===== src/rtl/exc_pkg.sv =====
package exc_pkg;

  typedef enum logic [2:0] {
    CAUSE_NONE  = 3'd0,
    CAUSE_RESET = 3'd1,
    CAUSE_ADDR  = 3'd2,
    CAUSE_RSVD  = 3'd3,
    CAUSE_FPE   = 3'd4,
    CAUSE_TRAP  = 3'd5,
    CAUSE_SBRK  = 3'd6,
    CAUSE_EXT   = 3'd7
  } cause_e;

  typedef enum logic [1:0] {
    BPC_KEEP = 2'd0,
    BPC_CUR  = 2'd1,
    BPC_CUR4 = 2'd2,
    BPC_NEXT = 2'd3
  } bpc_src_e;

  typedef struct packed {
    logic     enter;
    logic     rte;
    logic     swWrite;
    bpc_src_e bpcSrc;
    cause_e   cause;
  } strobe_t;

endpackage


===== src/rtl/exc_ctrl.sv =====
module exc_ctrl
  import exc_pkg::*;
(
  input  logic    clk,
  input  logic    rstN,
  input  logic    resetReq,
  input  logic    addrExcReq,
  input  logic    rsvdInstReq,
  input  logic    fpExcReq,
  input  logic    trapReq,
  input  logic    sysBreakReq,
  input  logic    extIntReq,
  input  logic    rteReq,
  input  logic    ieFlag,
  output strobe_t stb,
  output logic    redirectValid
);

  localparam int NUM_EVT = 7;

  logic [NUM_EVT-1:0] reqVec;
  logic               anyReq;
  logic [2:0]         winIdx;
  logic               busy;

  // index 0 is the most urgent event
  assign reqVec = {extIntReq & ieFlag, sysBreakReq, trapReq, fpExcReq,
                   rsvdInstReq, addrExcReq, resetReq};
  assign anyReq = |reqVec;
  assign busy   = redirectValid;

  always_comb begin
    winIdx = 3'd0;
    for (int i = NUM_EVT - 1; i >= 0; i--) begin
      if (reqVec[i]) winIdx = 3'(i);
    end
  end

  function automatic bpc_src_e srcFor(input logic [2:0] idx);
    case (idx)
      3'd1, 3'd2: return BPC_CUR;
      3'd3, 3'd4: return BPC_CUR4;
      3'd5, 3'd6: return BPC_NEXT;
      default:    return BPC_KEEP;
    endcase
  endfunction

  always_comb begin
    stb.enter   = anyReq && !busy;
    stb.rte     = rteReq && !anyReq && !busy;
    stb.swWrite = !anyReq && !rteReq && !busy;
    stb.bpcSrc  = srcFor(winIdx);
    stb.cause   = cause_e'(winIdx + 3'd1);
  end

  always_ff @(posedge clk or negedge rstN) begin
    if (!rstN) redirectValid <= 1'b0;
    else       redirectValid <= stb.enter || stb.rte;
  end

endmodule


===== src/rtl/exc_dpath.sv =====
module exc_dpath
  import exc_pkg::*;
#(
  parameter int          ADDR_W     = 32,
  parameter int          PSW_W      = 8,
  parameter int          TRAP_W     = 4,
  parameter int          IE_POS     = 0,
  parameter int          INSN_BYTES = 4,
  parameter int          SLOT_BYTES = 4,
  parameter int unsigned RESET_VEC  = 'h00,
  parameter int unsigned SBRK_VEC   = 'h10,
  parameter int unsigned RSVD_VEC   = 'h20,
  parameter int unsigned ADDR_VEC   = 'h30,
  parameter int unsigned TRAP_BASE  = 'h40,
  parameter int unsigned FPE_VEC    = 'h60,
  parameter int unsigned EXT_VEC    = 'h80
)(
  input  logic              clk,
  input  logic              rstN,
  input  strobe_t           stb,
  input  logic [TRAP_W-1:0] trapNum,
  input  logic [ADDR_W-1:0] curPc,
  input  logic [ADDR_W-1:0] nextPc,
  input  logic              pswWrEn,
  input  logic [PSW_W-1:0]  pswWrData,
  input  logic              bpcWrEn,
  input  logic [ADDR_W-1:0] bpcWrData,
  output logic [ADDR_W-1:0] redirectPc,
  output logic [ADDR_W-1:0] bpc,
  output logic [PSW_W-1:0]  psw,
  output logic [2:0]        cause,
  output logic              ieFlag
);

  localparam int                HALF       = PSW_W / 2;
  localparam int                SLOT_SHIFT = $clog2(SLOT_BYTES);
  localparam logic [ADDR_W-1:0] ALIGN_MASK = ADDR_W'(INSN_BYTES - 1);
  localparam logic [ADDR_W-1:0] INSN_STEP  = ADDR_W'(INSN_BYTES);

  logic [ADDR_W-1:0] vecAddr;
  logic [ADDR_W-1:0] rteTarget;
  logic [ADDR_W-1:0] bpcNew;
  logic [HALF-1:0]   liveMasked;
  cause_e            causeQ;

  assign ieFlag = psw[IE_POS];
  assign cause  = causeQ;

  always_comb begin
    case (stb.cause)
      CAUSE_RESET: vecAddr = ADDR_W'(RESET_VEC);
      CAUSE_ADDR:  vecAddr = ADDR_W'(ADDR_VEC);
      CAUSE_RSVD:  vecAddr = ADDR_W'(RSVD_VEC);
      CAUSE_FPE:   vecAddr = ADDR_W'(FPE_VEC);
      CAUSE_TRAP:  vecAddr = ADDR_W'(TRAP_BASE) + (ADDR_W'(trapNum) << SLOT_SHIFT);
      CAUSE_SBRK:  vecAddr = ADDR_W'(SBRK_VEC);
      default:     vecAddr = ADDR_W'(EXT_VEC);
    endcase
  end

  always_comb begin
    case (stb.bpcSrc)
      BPC_CUR:  bpcNew = curPc;
      BPC_CUR4: bpcNew = curPc + INSN_STEP;
      BPC_NEXT: bpcNew = nextPc;
      default:  bpcNew = bpc;
    endcase
  end

  assign rteTarget = bpc & ~ALIGN_MASK;

  always_comb begin
    liveMasked         = psw[HALF-1:0];
    liveMasked[IE_POS] = 1'b0;
  end

  always_ff @(posedge clk or negedge rstN) begin
    if (!rstN) begin
      redirectPc <= '0;
      bpc        <= '0;
      psw        <= '0;
      causeQ     <= CAUSE_NONE;
    end else if (stb.enter) begin
      redirectPc <= vecAddr;
      bpc        <= bpcNew;
      causeQ     <= stb.cause;
      if (stb.cause == CAUSE_RESET) psw <= '0;
      else                          psw <= {psw[HALF-1:0], liveMasked};
    end else if (stb.rte) begin
      redirectPc     <= rteTarget;
      psw[HALF-1:0]  <= psw[PSW_W-1:HALF];
    end else if (stb.swWrite) begin
      if (pswWrEn) psw <= pswWrData;
      if (bpcWrEn) bpc <= bpcWrData;
    end
  end

endmodule


===== src/rtl/exc_entry_unit.sv =====
module exc_entry_unit
  import exc_pkg::*;
#(
  parameter int          ADDR_W     = 32,
  parameter int          PSW_W      = 8,
  parameter int          TRAP_W     = 4,
  parameter int          IE_POS     = 0,
  parameter int          INSN_BYTES = 4,
  parameter int          SLOT_BYTES = 4,
  parameter int unsigned RESET_VEC  = 'h00,
  parameter int unsigned SBRK_VEC   = 'h10,
  parameter int unsigned RSVD_VEC   = 'h20,
  parameter int unsigned ADDR_VEC   = 'h30,
  parameter int unsigned TRAP_BASE  = 'h40,
  parameter int unsigned FPE_VEC    = 'h60,
  parameter int unsigned EXT_VEC    = 'h80
)(
  input  logic              clk,
  input  logic              rstN,
  input  logic              resetReq,
  input  logic              addrExcReq,
  input  logic              rsvdInstReq,
  input  logic              fpExcReq,
  input  logic              trapReq,
  input  logic [TRAP_W-1:0] trapNum,
  input  logic              sysBreakReq,
  input  logic              extIntReq,
  input  logic [ADDR_W-1:0] curPc,
  input  logic [ADDR_W-1:0] nextPc,
  input  logic              rteReq,
  input  logic              pswWrEn,
  input  logic [PSW_W-1:0]  pswWrData,
  input  logic              bpcWrEn,
  input  logic [ADDR_W-1:0] bpcWrData,
  output logic              redirectValid,
  output logic [ADDR_W-1:0] redirectPc,
  output logic [ADDR_W-1:0] bpc,
  output logic [PSW_W-1:0]  psw,
  output logic [2:0]        cause
);

  strobe_t stb;
  logic    ieFlag;

  exc_ctrl u_ctrl (
    .clk(clk), .rstN(rstN),
    .resetReq(resetReq), .addrExcReq(addrExcReq), .rsvdInstReq(rsvdInstReq),
    .fpExcReq(fpExcReq), .trapReq(trapReq), .sysBreakReq(sysBreakReq),
    .extIntReq(extIntReq), .rteReq(rteReq), .ieFlag(ieFlag),
    .stb(stb), .redirectValid(redirectValid)
  );

  exc_dpath #(
    .ADDR_W(ADDR_W), .PSW_W(PSW_W), .TRAP_W(TRAP_W), .IE_POS(IE_POS),
    .INSN_BYTES(INSN_BYTES), .SLOT_BYTES(SLOT_BYTES),
    .RESET_VEC(RESET_VEC), .SBRK_VEC(SBRK_VEC), .RSVD_VEC(RSVD_VEC),
    .ADDR_VEC(ADDR_VEC), .TRAP_BASE(TRAP_BASE), .FPE_VEC(FPE_VEC),
    .EXT_VEC(EXT_VEC)
  ) u_dpath (
    .clk(clk), .rstN(rstN), .stb(stb), .trapNum(trapNum),
    .curPc(curPc), .nextPc(nextPc),
    .pswWrEn(pswWrEn), .pswWrData(pswWrData),
    .bpcWrEn(bpcWrEn), .bpcWrData(bpcWrData),
    .redirectPc(redirectPc), .bpc(bpc), .psw(psw), .cause(cause),
    .ieFlag(ieFlag)
  );

endmodule


===== config.mk =====
export PLATFORM = sky130hd
export DESIGN_NAME = exc_entry_unit
export DESIGN_NICKNAME = d
export VERILOG_FILES = /design/src/rtl/exc_pkg.sv /design/src/rtl/exc_ctrl.sv /design/src/rtl/exc_dpath.sv /design/src/rtl/exc_entry_unit.sv
export SDC_FILE = /design/constraint.sdc
export NUM_CORES = 1
export LEC_CHECK = 0
export ABC_AREA = 1
export BUFFER_PORTS_ARGS = -buffer_cell sky130_fd_sc_hd__buf_2
export CAP_MARGIN = 20
export CORE_ASPECT_RATIO = 1.25
export CORE_MARGIN = 2
export CORE_UTILIZATION = 40
export CTS_BUF_LIST = sky130_fd_sc_hd__clkbuf_8
export DETAILED_ROUTE_END_ITERATION = 10
export GPL_TIMING_DRIVEN = 0
export PLACE_DENSITY_LB_ADDON = 0.05
export SLEW_MARGIN = 5
export SYNTH_ARGS = -nofsm -noshare
export SYNTH_HDL_FRONTEND = slang
export SYNTH_SLANG_ARGS = --single-unit

===== constraint.sdc =====
create_clock -name clk -period 3.1 [get_ports clk]
set_input_delay 0.31 -clock clk [delete_from_list [all_inputs] [get_ports clk]]
set_output_delay 0.31 -clock clk [all_outputs]
set_load 0.01 [all_outputs]

== After elaboration in Yosys (flattened, before gate mapping) ==
Index checks and enable logic that the tools add are counted.
Word-level totals
  bits in registers: 76
  word-level logic and storage cells: 74
Operators by class
  reduce and logical (&&, ||, !) cells: 23
  muxes and demuxes: 22
  add/sub/neg operators: 3
  bitwise gates (word level): 1
  equality and inequality tests: 18
Operators with widths (number)
  2-to-1 mux 32 bit: 6
  one-hot mux 32 bit (6 select lines): 1
  one-hot mux 32 bit (3 select lines): 1
  adder 32 x 3 -> 32 bit, second input constant: 1
  2-to-1 mux 8 bit: 4
  2-to-1 mux 3 bit: 7
  equality test 3 bit, second input constant: 6
  equality test 3 x 2 -> 1 bit, second input constant: 4
  adder 7 x 6 -> 8 bit, first input constant: 1
  2-to-1 mux 4 bit: 2
  nonzero test 2 bit: 4
  OR reduction 7 bit: 1
  equality test 3 x 1 -> 1 bit, second input constant: 2
  one-hot mux 2 bit (3 select lines): 1
  AND reduction 3 bit: 2
  nonzero test 3 bit: 2
  OR reduction 2 bit: 3
  logical AND 1 bit: 5
  equality test 2 bit, second input constant: 2
  inequality test 2 x 1 -> 1 bit, second input constant: 2
  inequality test 4 x 1 -> 1 bit, second input constant: 1
  AND reduction 4 bit: 1
  adder 3 x 1 -> 3 bit, second input constant: 1
  zero test 1 bit: 3
  other kinds (4): 4

== Longest topological paths before layout ==
  depth in word-level cells: 14
  depth in mapped cells: 24
  gate-level depth less buffers: 21

== Modules after synthesis ==
Synthesis repeated with hierarchy kept, for this count alone.
Unflattened totals
  cell total of the unflattened synthesis: 704
  area, all modules: 4827.1 um2
Modules (own cells, without submodules)
  exc_dpath: sequential area each 1826.8 um2, cells an instance 656, area each 4548.1 um2, times used 1
  exc_ctrl: sequential area each 25.0 um2, cells an instance 48, area each 279.0 um2, times used 1

== Worst setup path after synthesis ==
No wires, ideal clock.
  path kind: register to register
  from: reg u_dpath.psw[0]
  to: reg u_dpath.bpc[25]
  slack: 0.143 ns
  arrival: 2.836 ns
  cell stages (with the launch flop): 24
  path buffers: 4
  path through: dfrtp_1 nand2_1 nor2_1 a21oi_1 nor2_1 inv_1 ha_1 nor2_1 inv_1 nor2_1 nand3_1 nand2_2 inv_1 buf_2 ha_1 clkbuf_1 nor2_1 nand2_1 nand3b_4 inv_2 buf_6 buf_6 nor2_1 a21oi_2
Between the ends
  longest elaborated chain between the ends: 14
Ends and longest elaborated chain
  start: declaration: RTL line exc_dpath.sv:30  | output logic [PSW_W-1:0] psw,
  start signal: assignment: RTL line exc_dpath.sv:88  | else psw <= {psw[HALF-1:0], liveMasked};
  start signal: indexed assignment: RTL line exc_dpath.sv:91  | psw[HALF-1:0] <= psw[PSW_W-1:HALF];
  start signal: assignment: RTL line exc_dpath.sv:93  | if (pswWrEn) psw <= pswWrData;
  AND 1 bit *: RTL line exc_ctrl.sv:27  | assign reqVec = {extIntReq & ieFlag, sysBreakReq, trapReq, fpExcReq,
  2-to-1 mux 3 bit (7 in series): RTL line exc_ctrl.sv:35  | if (reqVec[i]) winIdx = 3'(i);
  equality test 3 bit (tied with other cells): RTL line exc_ctrl.sv:40  | case (idx)
  OR reduction 2 bit: RTL line exc_ctrl.sv:40
  one-hot mux 2 bit (3 select lines): RTL line exc_ctrl.sv:40
  equality test 2 x 1 -> 1 bit / equality test 2 bit (equally long branches): RTL line exc_dpath.sv:62  | case (stb.bpcSrc)
  inequality test 4 x 1 -> 1 bit (no line) / one-hot mux 32 bit (3 select lines) (equally long branches)
  AND reduction 4 bit (no line) / 2-to-1 mux 32 bit (equally long branches)
  end signal: assignment: RTL line exc_dpath.sv:85  | bpc <= bpcNew;
  end signal: assignment: RTL line exc_dpath.sv:94  | if (bpcWrEn) bpc <= bpcWrData;
  end: declaration: RTL line exc_dpath.sv:29  | output logic [ADDR_W-1:0] bpc,
Every way passes the cells marked *; elsewhere a longest branch is shown, timed or not.
A chain may end at the register's enable or synchronous reset.

== Worst setup path in the final report ==
Same ends and word-level chain as after synthesis.

==> impl_metrics.csv <==
group,metric,value,unit
status,status,"finished clean",
worst_setup_path,crit_required,3.36,ns
layout,finish.utilization,53.4,%
worst_setup_path,slowest_stage,"dfrtp_1",
yosys,syn_inst,791,
worst_setup_path,cp.arrival,3.14,ns
placed_design,io_buffers,193,
yosys,netlist_area,5140,um^2
yosys,ys_ff_latch,74,
die,dieArea,13800,um^2
timing,finalCritPeriodShare,92.8,%
route,drt_wl_total,19.7,mm
placed_design,post-place-ws,-0.858,ns
worst_setup_path,critPathCaptureType,"register",
timing,hold_violations,0,
layout,nNetsFinal,1136,
layout,drive_gt1_share,27.9,%
die,die_height,131,um
global_routing,antenna_found_initial,1,
route,first_pass_iters,5,
yosys,synth_edf_count,0,
timing,finalSetupViolCount,0,
yosys,synth_cell_type_count,33,
layout,finalNonFillerCells,1180,
clock_network,root_buffer,"clkbuf_8",
timing,fin_ws,0.224,ns
global_routing,track_usage,28.3,%
power_and_ir_drop,p_leak,3.58,nW
layout,synthToLayoutAreaGrowth,30.9,%
clock_network,cts_made_buffers,9,
die,start_util,40.8,%
route,remaining_drc_errors,0,
yosys,yosys_warnings,0,
yosys,synth-seq-area-share,36.0,%
clock_network,clk_pin_slew_worst_paths,0.09,ns
clock_network,cts.sinks,74,
global_routing,grt_max_degree,55,
timing,finClkSkew,0.0103,ns
clock_network,clk_path_buf_depth,2,
worst_setup_path,crit_path_max_incr_delay,0.41,ns
global_routing,grt_pass1_vias,5506,
die,row_count,46,
worst_setup_path,setup.worst_path.start_class,"register",
clock_network,clkLatencyLatePin,0.37,ns
timing,fmax,0.348,GHz
global_routing,overflow,0,
timing,fin_crit,2.88,ns
placed_design,hpwlAfterDp,15.4,mm
timing,tightest_slew,0.950,ns
timing,whs,0.170,ns
yosys,async_flop_share,100,%
placed_design,gp_congestion,1.00,
global_routing,grt_pass1_wl,29.7,mm
clock_network,cts_tree,"done",
worst_setup_path,crit_type,"reg -> reg",
placed_design,dp.cells,1154,
route,drtIter0Drc,428,
die,ios,196,
route,dr_total_vias,5906,
worst_setup_path,path_max_fanout,10,
timing,slew_violations,0,
power_and_ir_drop,power,3.83,mW
hold_path,hp-class,"in -> reg",
clock_network,htreeDepth,3,
worst_setup_path,rrSetupSlack,0.22,ns
yosys,synthFlopType,"dfrtp_1",
route,vias_per_cell,5.01,
power_and_ir_drop,power.density,568,nW/um^2
flow_run,maxCapViolCount,0,
route,avgRoutedWirePerCell,16.7,um
die,die_width,105,um
yosys,avgSynthCellArea,6.50,um^2
timing,relSlewSlack,36.2,%
die,core_area,12600,um^2
power_and_ir_drop,ir_worst_vdd,0.000351,V
worst_setup_path,path_cells,"nand2_2, nor2_2, a21oi_2, nor2_2, buf_4, ha_1, nor2_4, inv_2, nor2_2, nand3_2, nand2_4, inv_2, buf_6, ha_4, nor2_1, nand2_1, nand3b_4, inv_2, buf_6, buf_6, nor2_1, a21oi_2",
route,drtAntennaViolNets,0,
path summary, 6_finish.rpt:
| kind | from | end | depth (start not counted) |
|---|---|---|---|
| setup reg to reg | u_dpath.psw[0]$_DFFE_PN0P_ | u_dpath.bpc[25]$_DFFE_PN0P_ | 22 |
| hold / removal | trapNum[0] | u_dpath.redirectPc[2]$_DFFE_PN0P_ | 3 |
| hold reg to reg | u_dpath.redirectPc[3]$_DFFE_PN0P_ | u_dpath.redirectPc[3]$_DFFE_PN0P_ | 2 |
| min in group asynchronous | rstN | u_dpath.redirectPc[4]$_DFFE_PN0P_ | 2 |
| setup / recovery | u_dpath.psw[0]$_DFFE_PN0P_ | u_dpath.bpc[25]$_DFFE_PN0P_ | 22 |
| max in group asynchronous | rstN | u_dpath.bpc[31]$_DFFE_PN0P_ | 3 |
cells in the mapped netlist (all sizes together) (2+ instances only):
cell type,n,share of area (%)
nand2,219,16
nor2,154,12
inv,86,6.3
dfrtp,74,36
nand3,74,7.3
a21oi,63,6.6
o21ai,32,3.1
buf,27,2.9
a22o,24,4.1
ha,10,2.4
clkbuf,9,0.66
o211ai,5,0.73
a31oi,4,0.49
nor3,2,0.19
layer usage:
layer  track usage, %  vias to the layer above  wire [um]
met5                0                        -          0
met4             10.9                        0        522
met3             4.27                       31       1290
met2             48.5                      226       9640
met1             36.1                     2690       8270
li1                 -                     2959          -
state kept, by name, indices dropped and copies added, names as in the netlist:
| name | cells |
|---|---|
| u_dpath.cause | 3 |
| u_ctrl.redirectValid | 1 |
| u_dpath.bpc | 32 |
| u_dpath.psw | 8 |
| u_dpath.redirectPc | 30 |
per-stage QoR:
| stage | cell area, um^2 | TNS (ns) |
|---|---|---|
| 2_1_floorplan | 5140 | 0 |
| 5_1_grt | 6730 | -0.134 |
| 3_5_place_dp | 6350 | -23.09 |
| 6_report | 6730 | 0 |
| 4_1_cts | 6650 | 0 |
| 3_3_place_gp | 6320 | -23.53 |
cells in the final DEF (no fill, tap or decap), types with 2 or more instances in the layout:
cell type,synthesis,final
buf_1,5,4
clkbuf_2,0,4
o21ai_1,4,4
o211ai_1,5,5
conb_1,1,2
nor2_4,2,3
inv_6,0,3
dfrtp_1,74,74
a21oi_2,6,8
inv_1,82,80
nor3_1,2,2
o21ai_0,28,28
nand3_1,73,72
buf_2,17,208
a22o_1,24,24
ha_4,0,3
a21oi_1,57,55
a31oi_1,4,4
buf_6,2,3
nand2_4,1,2
nor2_2,2,7
ha_1,10,7
clkinvlp_4,0,2
clkbuf_1,9,3
nand2_2,3,3
nand3_2,1,2
nand2_1,215,214
inv_2,4,6
clkbuf_8,0,9
nor2_1,150,144
buf_4,3,15
cell type report:
type,count,area [um^2]
multi-input cells,596,2870
repair buffers,205,1080
clock inverters,7,82.6
plain buffers,34,190
clock buffers,9,124
flip-flops and latches,74,1850
inverters,86,323
well taps,168,210
diodes,1,2.50
fillers,1358,5870
cell families (layout without fill, tap and decap cells):
family | Yosys count | in the layout | share of synthesized area (%)
AO/OA/AOI/OAI | 132 | 132 | 15.6
flip-flops | 74 | 74 | 36.0
buffers and inverters | 122 | 341 | 9.83
adder cells (fa/ha/maj) | 10 | 10 | 2.43
AND/OR/NAND/NOR | 452 | 452 | 36.0
other | 1 | 3 | 0.0729
worst max-delay path: cells and delay by family, from the launching register on:
| kind | cells | cell delay, ns |
|---|---|---|
| AO/OA/AOI/OAI | 2 | 0.16 |
| adder cells (fa/ha/maj) | 2 | 0.42 |
| buffers and inverters | 7 | 0.74 |
| flip-flops | 1 | 0.41 |
| AND/OR/NAND/NOR | 11 | 1.02 |
where the power goes:
group,switching (mW),internal [mW],leakage [nW],total (mW)
registers,0.226,1.24,0.929,1.47
logic,0.930,0.600,2.55,1.53
clock network,0.438,0.386,0.0988,0.824
repair_timing:
action                                  4_1_cts  5_1_grt
hold endpoints to repair                     20        0
resized for setup                            14       14
setup buffers                                 6        4
endpoints found under the setup margin       32       32
gates cloned                                  0        0
pin swaps                                     4        4
hold buffers                                  1        0
Power figures use the tool's default switching activity.
